[src/rtl/fp_trap_ctl.sv]
module fp_trap_ctl #(
  parameter int NCLS = 8,
  localparam int IW = $clog2(NCLS)
) (
  input  logic            clk,
  input  logic            rst_n,
  input  logic            null_restore,
  input  logic            wr_en,
  input  logic [31:0]     wr_data,
  output logic [31:0]     rd_data,
  input  logic            insn_done,
  input  logic [NCLS-1:0] exc_status,
  output logic            trap_req,
  output logic [IW-1:0]   trap_idx
);
  logic [NCLS-1:0] enab;
  logic [7:0]      mode;
  logic [NCLS-1:0] hit;
  logic [IW-1:0]   pick;

  assign hit = insn_done ? (exc_status & enab) : '0;

  always_comb begin
    pick = '0;
    for (int i = 0; i < NCLS; i++)
      if (hit[i]) pick = IW'(NCLS - 1 - i);
  end

  always_ff @(posedge clk) begin
    if (!rst_n || null_restore) begin
      enab <= '0;
      mode <= '0;
    end else if (wr_en) begin
      enab <= wr_data[8 +: NCLS];
      mode <= wr_data[7:0];
    end
  end

  always_ff @(posedge clk) begin
    if (!rst_n) begin
      trap_req <= 1'b0;
      trap_idx <= '0;
    end else begin
      trap_req <= |hit;
      trap_idx <= pick;
    end
  end

  assign rd_data = {{(24 - NCLS){1'b0}}, enab, mode};
endmodule

[config.mk]
export PLATFORM = sky130hd
export DESIGN_NAME = fp_trap_ctl
export DESIGN_NICKNAME = d
export VERILOG_FILES = /design/src/rtl/fp_trap_ctl.sv
export SDC_FILE = /design/constraint.sdc
export NUM_CORES = 1
export LEC_CHECK = 0
export BUFFER_PORTS_ARGS = -buffer_cell sky130_fd_sc_hd__buf_4
export CORE_ASPECT_RATIO = 2
export CORE_MARGIN = 1.5
export CORE_UTILIZATION = 35
export CTS_BUF_LIST = sky130_fd_sc_hd__clkbuf_2
export CTS_CLUSTER_SIZE = 10
export DETAILED_ROUTE_END_ITERATION = 12
export GPL_ROUTABILITY_DRIVEN = 0
export PLACE_DENSITY = 0.82
export RECOVER_POWER = 50
export SLEW_MARGIN = 20
export SYNTH_ARGS = -nofsm -noshare
export SYNTH_HDL_FRONTEND = slang
export SYNTH_SLANG_ARGS = --single-unit
export TNS_END_PERCENT = 100
[constraint.sdc]
create_clock -name clk -period 0.9 [get_ports clk]
set_input_delay 0.18 -clock clk [delete_from_list [all_inputs] [get_ports clk]]
set_output_delay 0.18 -clock clk [all_outputs]
set_load 0.02 [all_outputs]
### Yosys cells after proc, flatten, opt, wreduce, memory -nomap -nowiden

Index checks and enable logic that the tools add are counted.

* add/subtract/negate cells: 0
* multiply operators: 0
* divide/modulo/power cells: 0
* order comparisons: 0
* eq/ne operators: 0
* shift-type cells: 0
* multiplexer cells: 8
* bitwise logic cells: 2
* reductions and logical operators: 6

Operator list (count)
* $mux 3: 4
* $and 8x8->8: 1
* $mux 8: 1
* $reduce_or 8->1: 1
* $reduce_or 5->1: 1
* $mux 2: 2
* $reduce_or 3->1: 1
* $reduce_or 2->1: 1
* $logic_not 1->1: 1
* $logic_or 1x1->1: 1
* $mux 1: 1
* $not 1->1: 1

* bits in registers: 20
* latch bits: 0
* memory bits (writable): 0
* memory bits (read-only): 0
* output and inout port bits: 36
* logic and storage cells: 22
* memories kept: 0

### Longest topological paths before layout

Gate-level depths: netlist of run 1.

* word-level depth: 9
* gate-level depth with buffers: 4
* gate-level depth less buffers: 4

### Worst setup path before layout of run 1

No wires, ideal clock.

* kind: flip-flop to flip-flop
* start: reg enab[1]
* end: reg trap_idx[0]
* library setup time: 0.122 ns
* arrival: 0.903 ns
* required time: 0.778 ns
* slack: -0.125 ns
* cell stages (with the launch flop): 5
* clock period less this slack: 1.025 ns
* cell sequence: dfxtp_1 > nand2_1 > a32o_1 > nand2_1 > a31oi_1

* cells in the longest elaborated chain, start to end: 8

Ends and longest elaborated chain
* start, declared: line 16 `logic [NCLS-1:0] enab;`
* start signal, assigned: line 34 `enab <= wr_data[8 +: NCLS];`
* $and 8x8->8: line 21 `assign hit = insn_done ? (exc_status & enab) : '0;`
* $mux 8: line 21
* $mux 3 (3 in a row): line 26 `if (hit[i]) pick = IW'(NCLS - 1 - i);`
* $mux 2 (2 in a row): line 26
* $mux 1: line 26
* end signal, assigned: line 45 `trap_idx <= pick;`
* end, declared: line 14 `output logic [IW-1:0] trap_idx`

No other way between the ends.
A chain may end at the register's enable or synchronous reset.

### Final worst setup path of run 1

* start: reg enab[1]
* end: out rd_data[9]

RTL lines
* end, declared: line 10 `output logic [31:0] rd_data,`

No word-level cell between the ends.

==> results.md, run 1 <==
* Outcome: finished with violations
* Failing checks: negative setup slack
* Starting Density at 36.6%
* Drt total wl at 2160 µm
* Fraction of the yosys area taken by sequential cells at 43.1%
* Synth Cell Area at 928 µm²
* Worst skew pair latency at 0.29 ns
* DP HPWL at 1660 µm
* Htree depth at 1
* Hold slack at 0.109 ns
* Fin. Hold Viols at 0
* Area leader, netlist: dfxtp_1
* Layout Nets at 198
* Pwr Total at 1680 µW
* Crit Path Max Fanout at 2
* Final Critical Period at 1.08 ns
* Worst path required time at 0.72 ns
* Sink Count at 20
* Top_reg_cell synth: dfxtp_1
* Yosys reg bits at 20
* Die X-Extent at 39.4 µm
* DR vias/cell at 4.58
* Final worst setup slack at -0.178 ns
* Top cells by count, synth: dfxtp_1 (20), buf_4 (16), mux2i_1 (16), nor2_1 (16), nand2_1 (12)
* Via count at 824
* Ratio of cells with drive above 1 in the final layout at 51.3%
* Placed Area at 0.00125 mm²
* FMAX at 928 MHz
* Hold_buf cts at 0
* Final setup viols at 24
* Drt initial violations at 7
* Kind of end point of the critical path: output port
* Yosys warnings at 0
* Vias in the first global route at 794
* Per-cell routed wire length at 12.0 µm
* CTS tree: yes
* Core Area at 0.00254 mm²
* RSZ-0062 raised after global routing: yes
* DR DRC count at 0
* Cell area after layout at 0.00143 mm²
* Antenna Cells at 0
* Initial antenna violation count at 0
* Num CTS Buffers at 3
* Pre-antenna DRT Iters at 3
* Post-layout utilization of the core at 56.5%
* Top-count cell post-synth: dfxtp_1
* Synth cell types at 18
* Pwr Density at 1170 mW/mm²
* DIE AREA at 0.00299 mm²
* Area delta synth->final at 54.4%
* Synth top area cells: dfxtp_1 (43%), mux2i_1 (17%), buf_4 (13%)
* CP startpoint kind: flip-flop
* WP data arrival at 0.90 ns
* GRT Overall Usage at 14.9%
* Largest net degree at the start of global routing at 17
* Syn avg cell area at 9.38 µm²
* Clock root cell: clkbuf_2
* Mapped Cells at 99
* Max Transition Viols Final at 0
* Leakage at 0.000709 µW
* Max-cap viol count at 0
* Yosys top cell area share at 43.1%
* Row Count at 26
* Hold WC Path Type: input port to flip-flop
* Asr flop ratio synth at 0%
* First-pass GRT wire length at 3230 µm
* Skew final at 0.0129 ns
* # port buffers at 48
* Global route overflow at 0
* Peak supply drop at 659 µV
* Reg clk slew, reported paths at 0.18 ns
* Die height at 75.8 µm
* Worst r2r path cells at 5
* Worst Hold Depth at 3
* Ports at 81
* CTS Buffer Depth at 2
* Post-DRT Antenna Nets at 0
* EDFF count, synth at 0
* Fin crit share at 120%
* Critical path class: flip-flop to output port
[cell type report]
cell class	instances	area (µm²)
Clock buffer	3	15.0
Clock inverter	1	3.75
Fill cell	227	1100
Inverter	1	3.75
Multi-Input combinational cell	73	462
Sequential cell	20	418
Tap cell	28	35.0
Timing Repair Buffer	54	497
[stage by stage]
stage / setup WS [ns] / instances / TNS, ns
final: -0.178 / 180 / -1.81
after global routing: -0.224 / 180 / -2.94
after CTS: -0.200 / 180 / -1.85
after detailed placement: -0.0270 / 173 / -0.0513
after global placement: -0.00726 / 173 / -0.00726
after floorplan: -0.0113 / 114 / -0.0113
[report_power, final]
part | switching, µW | leakage [µW] | total (µW) | internal [µW]
Combinational | 206 | 0.000526 | 402 | 197
Sequential | 21.1 | 0.000169 | 937 | 916
Clock | 244 | 0.0000140 | 341 | 96.7
Total | 471 | 0.000709 | 1680 | 1210
[flip-flops by register name, indices dropped and copies added, names as in the netlist]
| register | cells |
|---|---|
| trap_req | 1 |
| enab | 8 |
| trap_idx | 3 |
| mode | 8 |
[per-layer routing]
| metal | routed length (µm) | vias up | part of all wire (%) | global-route usage, % |
|---|---|---|---|---|
| li1 | - | 402 | - | - |
| met1 | 719 | 366 | 33 | 15.4 |
| met2 | 1220 | 54 | 56 | 29.1 |
| met3 | 202 | 2 | 9.4 | 1.75 |
| met4 | 17 | 0 | 0.79 | 4.21 |
| met5 | 0 | - | 0 | 0 |
[logic make-up after synthesis]
kind of cell	count (synthesis)	synth area share [%]
muxes	16	17.3
other	1	0.404
and+or+nand+nor	36	16.3
buffers and inverters	21	19.1
AOI/OAI and AO/OA	5	3.77
DFF	20	43.1
[path summary, 6_finish.rpt]
check / start / endpoint / slack, ns
min: wr_data[8] / enab[0] / 0.11
max: enab[1] / rd_data[9] / -0.18
max reg2reg: enab[1] / trap_idx[0] / -0.13
min reg2reg: mode[4] / mode[4] / 0.53
[repair_timing]
item | 4_1_cts | 5_1_grt
hold endpoints to repair | 0 | 0
setup buffers | 3 | 0
setup endpoints to repair | 23 | 24
gates cloned | 0 | 0
resized for setup | 41 | 7
pin swaps | 6 | 2
[worst max-delay path: stages, from the launching register on]
cell	delay (ns)
dfxtp_4	0.38
buf_6	0.11
buf_6	0.12
[cells in the final DEF (no fill, tap or decap)]
cell type	n
buf_4	32
conb_1	16
nand2_2	1
buf_12	1
clkbuf_2	3
a41oi_2	1
buf_6	21
a21oi_2	1
nand4_1	2
nand3_1	2
inv_1	1
nand2_1	9
nor3b_2	1
dfxtp_1	8
nand2b_1	1
nor2_1	16
nand3_2	2
clkinv_1	1
mux2i_1	16
a31oi_1	1
o21ai_4	1
dfxtp_2	11
nand2_4	2
dfxtp_4	1
a32o_1	1
No activity file was read; power rests on OpenSTA's default activity.
==> inputs of run 2 (changes only) <==
--- a/config.mk
+++ b/config.mk
@@ -5,16 +5,17 @@
 export SDC_FILE = /design/constraint.sdc
 export NUM_CORES = 1
 export LEC_CHECK = 0
+export ABC_AREA = 1
 export BUFFER_PORTS_ARGS = -buffer_cell sky130_fd_sc_hd__buf_4
-export CORE_ASPECT_RATIO = 2
 export CORE_MARGIN = 1.5
-export CORE_UTILIZATION = 35
+export CORE_UTILIZATION = 39
 export CTS_BUF_LIST = sky130_fd_sc_hd__clkbuf_2
 export CTS_CLUSTER_SIZE = 10
 export DETAILED_ROUTE_END_ITERATION = 12
 export GPL_ROUTABILITY_DRIVEN = 0
-export PLACE_DENSITY = 0.82
+export PLACE_DENSITY = 0.86
 export RECOVER_POWER = 50
+export SKIP_LAST_GASP = 1
 export SLEW_MARGIN = 20
 export SYNTH_ARGS = -nofsm -noshare
 export SYNTH_HDL_FRONTEND = slang
==> constraint.sdc (replaced) <==
create_clock -name clk -period 1 [get_ports clk]
set_input_delay 0.2 -clock clk [delete_from_list [all_inputs] [get_ports clk]]
set_output_delay 0.2 -clock clk [all_outputs]
set_load 0.02 [all_outputs]
==> results.md, run 2 <==
* Post-DRT Antenna Nets at 0
* Drt initial violations at 19
* Worst r2r path cells at 5
* Leakage at 0.000707 µW
* Top Registers: enab: 8 flops, mode: 8 flops, trap_idx: 3 flops
* Core Area at 0.00225 mm²
* Mapped Cells at 123
* Final setup viols at 7
* Sink Count at 20
* Top-count cell post-synth: nand2_1
* Starting Density at 42.4%
* Yosys reg bits at 20
* Num CTS Buffers at 3
* Hold Crit Start: wr_data[10]
* Htree depth at 1
* Fin crit share at 104%
* DR vias/cell at 4.69
* Area leader, netlist: dfxtp_1
* Switching share of power at 29.3%
* Routed length on met1 at 853 µm
* Setup_tns at -0.130 ns
* Critical path class: flip-flop to flip-flop
* Final Critical Period at 1.04 ns
* Commonest non-fill, non-tap cells in the layout: nand2_1 (42), buf_4 (41), dfxtp_2 (19), buf_6 (19), conb_1 (16)
* EDFF count, synth at 0
* Max Transition Viols Final at 0
* Area delta synth->final at 53.8%
* Drt total wl at 2460 µm
* DP HPWL at 1760 µm
* Worst path required time at 1.25 ns
* Worst Hold Depth at 3
* Die X-Extent at 52.5 µm
* WHS Endpoint: enab[2]
* Clock root cell: clkbuf_2
* Switching pwr at 449 µW
* Die height at 52.5 µm
* CTS Buffer Depth at 2
* Top cells by count, synth: nand2_1 (43), dfxtp_1 (20), buf_4 (17), a21oi_2 (10)
* Worst skew pair latency at 0.30 ns
* First-pass GRT wire length at 3670 µm
* Most common library cell in the layout ignoring fill and taps: nand2_1
* CTS tree: yes
* Synth cell types at 16
* Synth top area cells: dfxtp_1 (42%), nand2_1 (17%), buf_4 (13%)
* Largest net degree at the start of global routing at 17
* Asr flop ratio synth at 0%
* Kind of end point of the critical path: flip-flop
* R2r setup slk at -0.04 ns
* Worst reg2reg startpoint: enab[1]
* Yosys warnings at 0
* Layout Nets at 227
* Fraction of the yosys area taken by sequential cells at 41.9%
* Synth Cell Area at 956 µm²
* GRT Overall Usage at 17.9%
* Row Count at 17
* Clock share of power at 21.3%
* Comb pwr share at 23.5%
* Ratio of cells with drive above 1 in the final layout at 53.6%
* DIE AREA at 0.00276 mm²
* DR DRC count at 0
* Antenna Cells at 0
* WP data arrival at 1.29 ns
* Yosys top cell area share at 41.9%
* Flop pwr share at 55.2%
* Final worst setup slack at -0.0413 ns
* Cell-internal power at 1080 µW
* Pre-antenna DRT Iters at 4
* Peak supply drop at 612 µV
* FMAX at 960 MHz
* CP startpoint kind: flip-flop
* Per-cell routed wire length at 11.8 µm
* Pwr Density at 1040 mW/mm²
* Top_reg_cell synth: dfxtp_1
* RSZ-0062 raised after global routing: yes
* Max-cap viol count at 0
* Ports at 81
* FILL cells at 192
* Fin. Hold Viols at 0
* Syn avg cell area at 7.77 µm²
* Routed wire length on met2 at 1390 µm
* Global route overflow at 0
* Vias in the first global route at 935
* Crit Path Max Fanout at 2
* Hold WC Path Type: input port to flip-flop
* Outcome: finished with violations
* Reg clk slew, reported paths at 0.19 ns
* Failing checks: negative setup slack
* Crit Reg-Reg Endpoint: trap_idx[1]
* Pre-CTS WS at 0.0443 ns
* Via count at 980
* Skew final at 0.00837 ns
* # port buffers at 48
* Met3 routed WL at 177 µm
* Initial antenna violation count at 0
* Uppermost layer routed: met4
run 2: kinds of logic after synthesis:
family / count (synthesis) / synth area share [%]
and+or+nand+nor: 55 / 23.0
other: 1 / 0.392
DFF: 20 / 41.9
AOI/OAI and AO/OA: 20 / 14.5
buffers and inverters: 27 / 20.2
run 2: power groups by stage:
stage | clock network, µW | logic, µW | registers, µW
floorplan | 0 | 200 | 883
global placement | 0 | 318 | 853
detailed placement | 0 | 326 | 854
CTS | 337 | 346 | 844
global route | 372 | 388 | 848
finish | 326 | 360 | 845
run 2: worst max path at each step:
stage	startpoint	endpoint	slack (ns)	cells after the start
CTS	enab[7]	rd_data[15]	-0.02	1
finish	enab[1]	trap_idx[1]	-0.04	5
detailed placement	insn_done	trap_idx[1]	0.04	5
global placement	rst_n	enab[2]	0.09	5
global route	enab[1]	trap_idx[1]	-0.11	5
floorplan	enab[0]	trap_idx[0]	0.006	8
run 2: critical path, stage by stage (launching register included):
cell	delay [ns]
dfxtp_2	0.38
buf_4	0.11
nand3_1	0.07
o21ai_0	0.11
nand3_1	0.14
a21oi_2	0.17
run 2: final cells by class:
type	instances	area, µm²	share of cell area [%]
sequential	20	424	28.9
clock inverter	1	3.75	0.255
tap	28	35.0	2.38
clock buffer	3	15.0	1.02
timing repair buffer	61	542	36.9
inverter	5	18.8	1.28
multi-input combinational	91	432	29.4
run 2: metal layers:
metal	up-vias	global-route usage [%]
met5	-	0
met4	0	10.3
met3	6	2.86
met2	50	34.4
met1	450	17.8
li1	474	-
run 2: per-stage QoR:
step,hold WS [ns],util [%],power (µW),area (µm²),std cells
final,0.122,65.2,1530,1470,209
after global routing,0.0974,65.2,1610,1470,209
after CTS,0.118,62.7,1530,1410,204
after detailed placement,0.461,56.9,1180,1280,197
after global placement,0.449,56.9,1170,1280,197
after floorplan,0.323,-,1080,1010,138
run 2: what timing repair did:
item                       4_1_cts  5_1_grt
setup buffers                    4        5
setup endpoints to repair       18       24
gates resized for setup         35        7
hold buffers                     0        0
pin swaps                        0        1
==> inputs of run 3 (changes only) <==
--- a/config.mk
+++ b/config.mk
@@ -15,7 +15,6 @@
 export GPL_ROUTABILITY_DRIVEN = 0
 export PLACE_DENSITY = 0.86
 export RECOVER_POWER = 50
-export SKIP_LAST_GASP = 1
 export SLEW_MARGIN = 20
 export SYNTH_ARGS = -nofsm -noshare
 export SYNTH_HDL_FRONTEND = slang
==> results.md, run 3 (synthesis gave the netlist of run 2 again) <==
* Pre-CTS WS at 0.0443 ns
* Hold slack at 0.122 ns
* Worst Hold Depth at 3
* Worst r2r path cells at 4
* Critical path class: flip-flop to flip-flop
* CTS tree: yes
* Starting Density at 42.4%
* Placed cells at 197
* Htree depth at 1
* # port buffers at 48
* Critical path cell sequence: nand2_2 > o21ai_0 > nand3_1 > a21oi_2
* Critical Path Slowest Stage Cell: dfxtp_2
* Clock share of power at 21.2%
* WHS Endpoint: enab[2]
* Vias in the first global route at 935
* Antenna Cells at 0
* Final std cells w/o fill at 209
* DP HPWL at 1760 µm
* Hold_buf cts at 0
* Worst skew pair latency at 0.30 ns
* Cell-internal power at 1080 µW
* Drt initial violations at 13
* Die X-Extent at 52.5 µm
* Worst path required time at 1.25 ns
* Failing checks: negative setup slack
* Ports at 81
* Layout Nets at 227
* Core Area at 0.00225 mm²
* Kind of end point of the critical path: flip-flop
* CP startpoint kind: flip-flop
* Skew final at 0.00821 ns
* Crit Path Max Fanout at 3
* Pwr Density at 1040 mW/mm²
* DIE AREA at 0.00276 mm²
* WP data arrival at 1.29 ns
* Fin. Hold Viols at 0
* RSZ-0062 raised after global routing: yes
* Max Transition Viols Final at 0
* Comb pwr share at 23.6%
* DR vias/cell at 4.70
* Sink Count at 20
* Leakage at 0.000707 µW
* Reg clk slew, reported paths at 0.19 ns
* GRT Overall Usage at 17.9%
* Hold WC Path Type: input port to flip-flop
* Via count at 983
* Clock root cell: clkbuf_2
* Pre-antenna DRT Iters at 5
* Flop pwr share at 55.2%
* Area delta synth->final at 54.3%
* Setup_tns at -0.129 ns
* R2r setup slk at -0.04 ns
* Per-cell routed wire length at 12.0 µm
* Commonest non-fill, non-tap cells in the layout: nand2_1 (42), buf_4 (41), dfxtp_2 (19), buf_6 (19), conb_1 (16)
* Top Registers: enab: 8 flops, mode: 8 flops, trap_idx: 3 flops
* Peak supply drop at 612 µV
* Final worst setup slack at -0.0423 ns
* Switching share of power at 29.4%
* Num CTS Buffers at 3
* Most common library cell in the layout ignoring fill and taps: nand2_1
* Final setup viols at 6
* Post-DRT Antenna Nets at 0
* Max-cap viol count at 0
* Crit Reg-Reg Endpoint: trap_idx[1]
* Row Count at 17
* Final Critical Period at 1.04 ns
* Initial antenna violation count at 0
* Hold Crit Start: wr_data[10]
* Ratio of cells with drive above 1 in the final layout at 54.1%
* Max incr delay on CP at 0.40 ns
* Drt total wl at 2510 µm
* Global route overflow at 0
* Worst reg2reg startpoint: enab[0]
* Outcome: finished with violations
* CTS Buffer Depth at 2
* Largest net degree at the start of global routing at 17
* Die height at 52.5 µm
* Switching pwr at 450 µW
* FMAX at 959 MHz
* DR DRC count at 0
* Fin crit share at 104%
* First-pass GRT wire length at 3670 µm
## run 3: cell types whose count changed in the layout (fill, tap and decap cells not counted)
cell | before | now
nand3_2 | 0 | 1
nand3_1 | 8 | 7
## run 3: area by class of cell
| cell class | instances | area [µm²] |
|---|---|---|
| inverters | 5 | 18.8 |
| repair buffers | 61 | 542 |
| clock inverters | 1 | 3.75 |
| multi-input cells | 91 | 437 |
| well taps | 28 | 35.0 |
| clock buffers | 3 | 15.0 |
| fillers | 193 | 779 |
| flip-flops and latches | 20 | 424 |
## run 3: critical path: cells and delay by family, from the launching register on
family / cells / cell delay [ns]
compound gates: 2 / 0.38
flops: 1 / 0.40
simple gates: 2 / 0.20
## run 3: layer usage
layer  up-vias  wire (µm)  GRT usage, %
met3         8        174          2.86
met2        55       1390          34.4
met4         0         75          10.3
li1        476          -             -
met5         -          0             0
met1       444        872          17.8
## run 3: worst max-delay path by stage
stage / slack, ns / cells past startpoint / start / end
6_report: -0.04 / 4 / enab[0] / trap_idx[1]
5_1_grt: -0.08 / 8 / enab[0] / trap_idx[0]
4_1_cts: -0.02 / 1 / enab[7] / rd_data[15]
3_5_place_dp: 0.04 / 5 / insn_done / trap_idx[1]
3_3_place_gp: 0.09 / 5 / rst_n / enab[2]
2_1_floorplan: 0.006 / 8 / enab[0] / trap_idx[0]
## run 3: repair_timing
action	4_1_cts	5_1_grt
buffers inserted	4	5
resized for setup	35	8
pin swaps	0	1
endpoints found under the setup margin	18	24
## run 3: power groups by stage
stage	Clock, µW	Sequential, µW	Combinational (µW)
global placement	0	853	318
global route	372	848	389
floorplan	0	883	200
finish	325	845	362
CTS	337	844	346
detailed placement	0	854	326
## run 3: per-stage QoR
step                util, %  instance area (µm²)  power (µW)
detailed placement     56.9                 1280        1180
CTS                    62.7                 1410        1530
finish                 65.4                 1480        1530
global placement       56.9                 1280        1170
floorplan                 -                 1010        1080
global route           65.4                 1480        1610
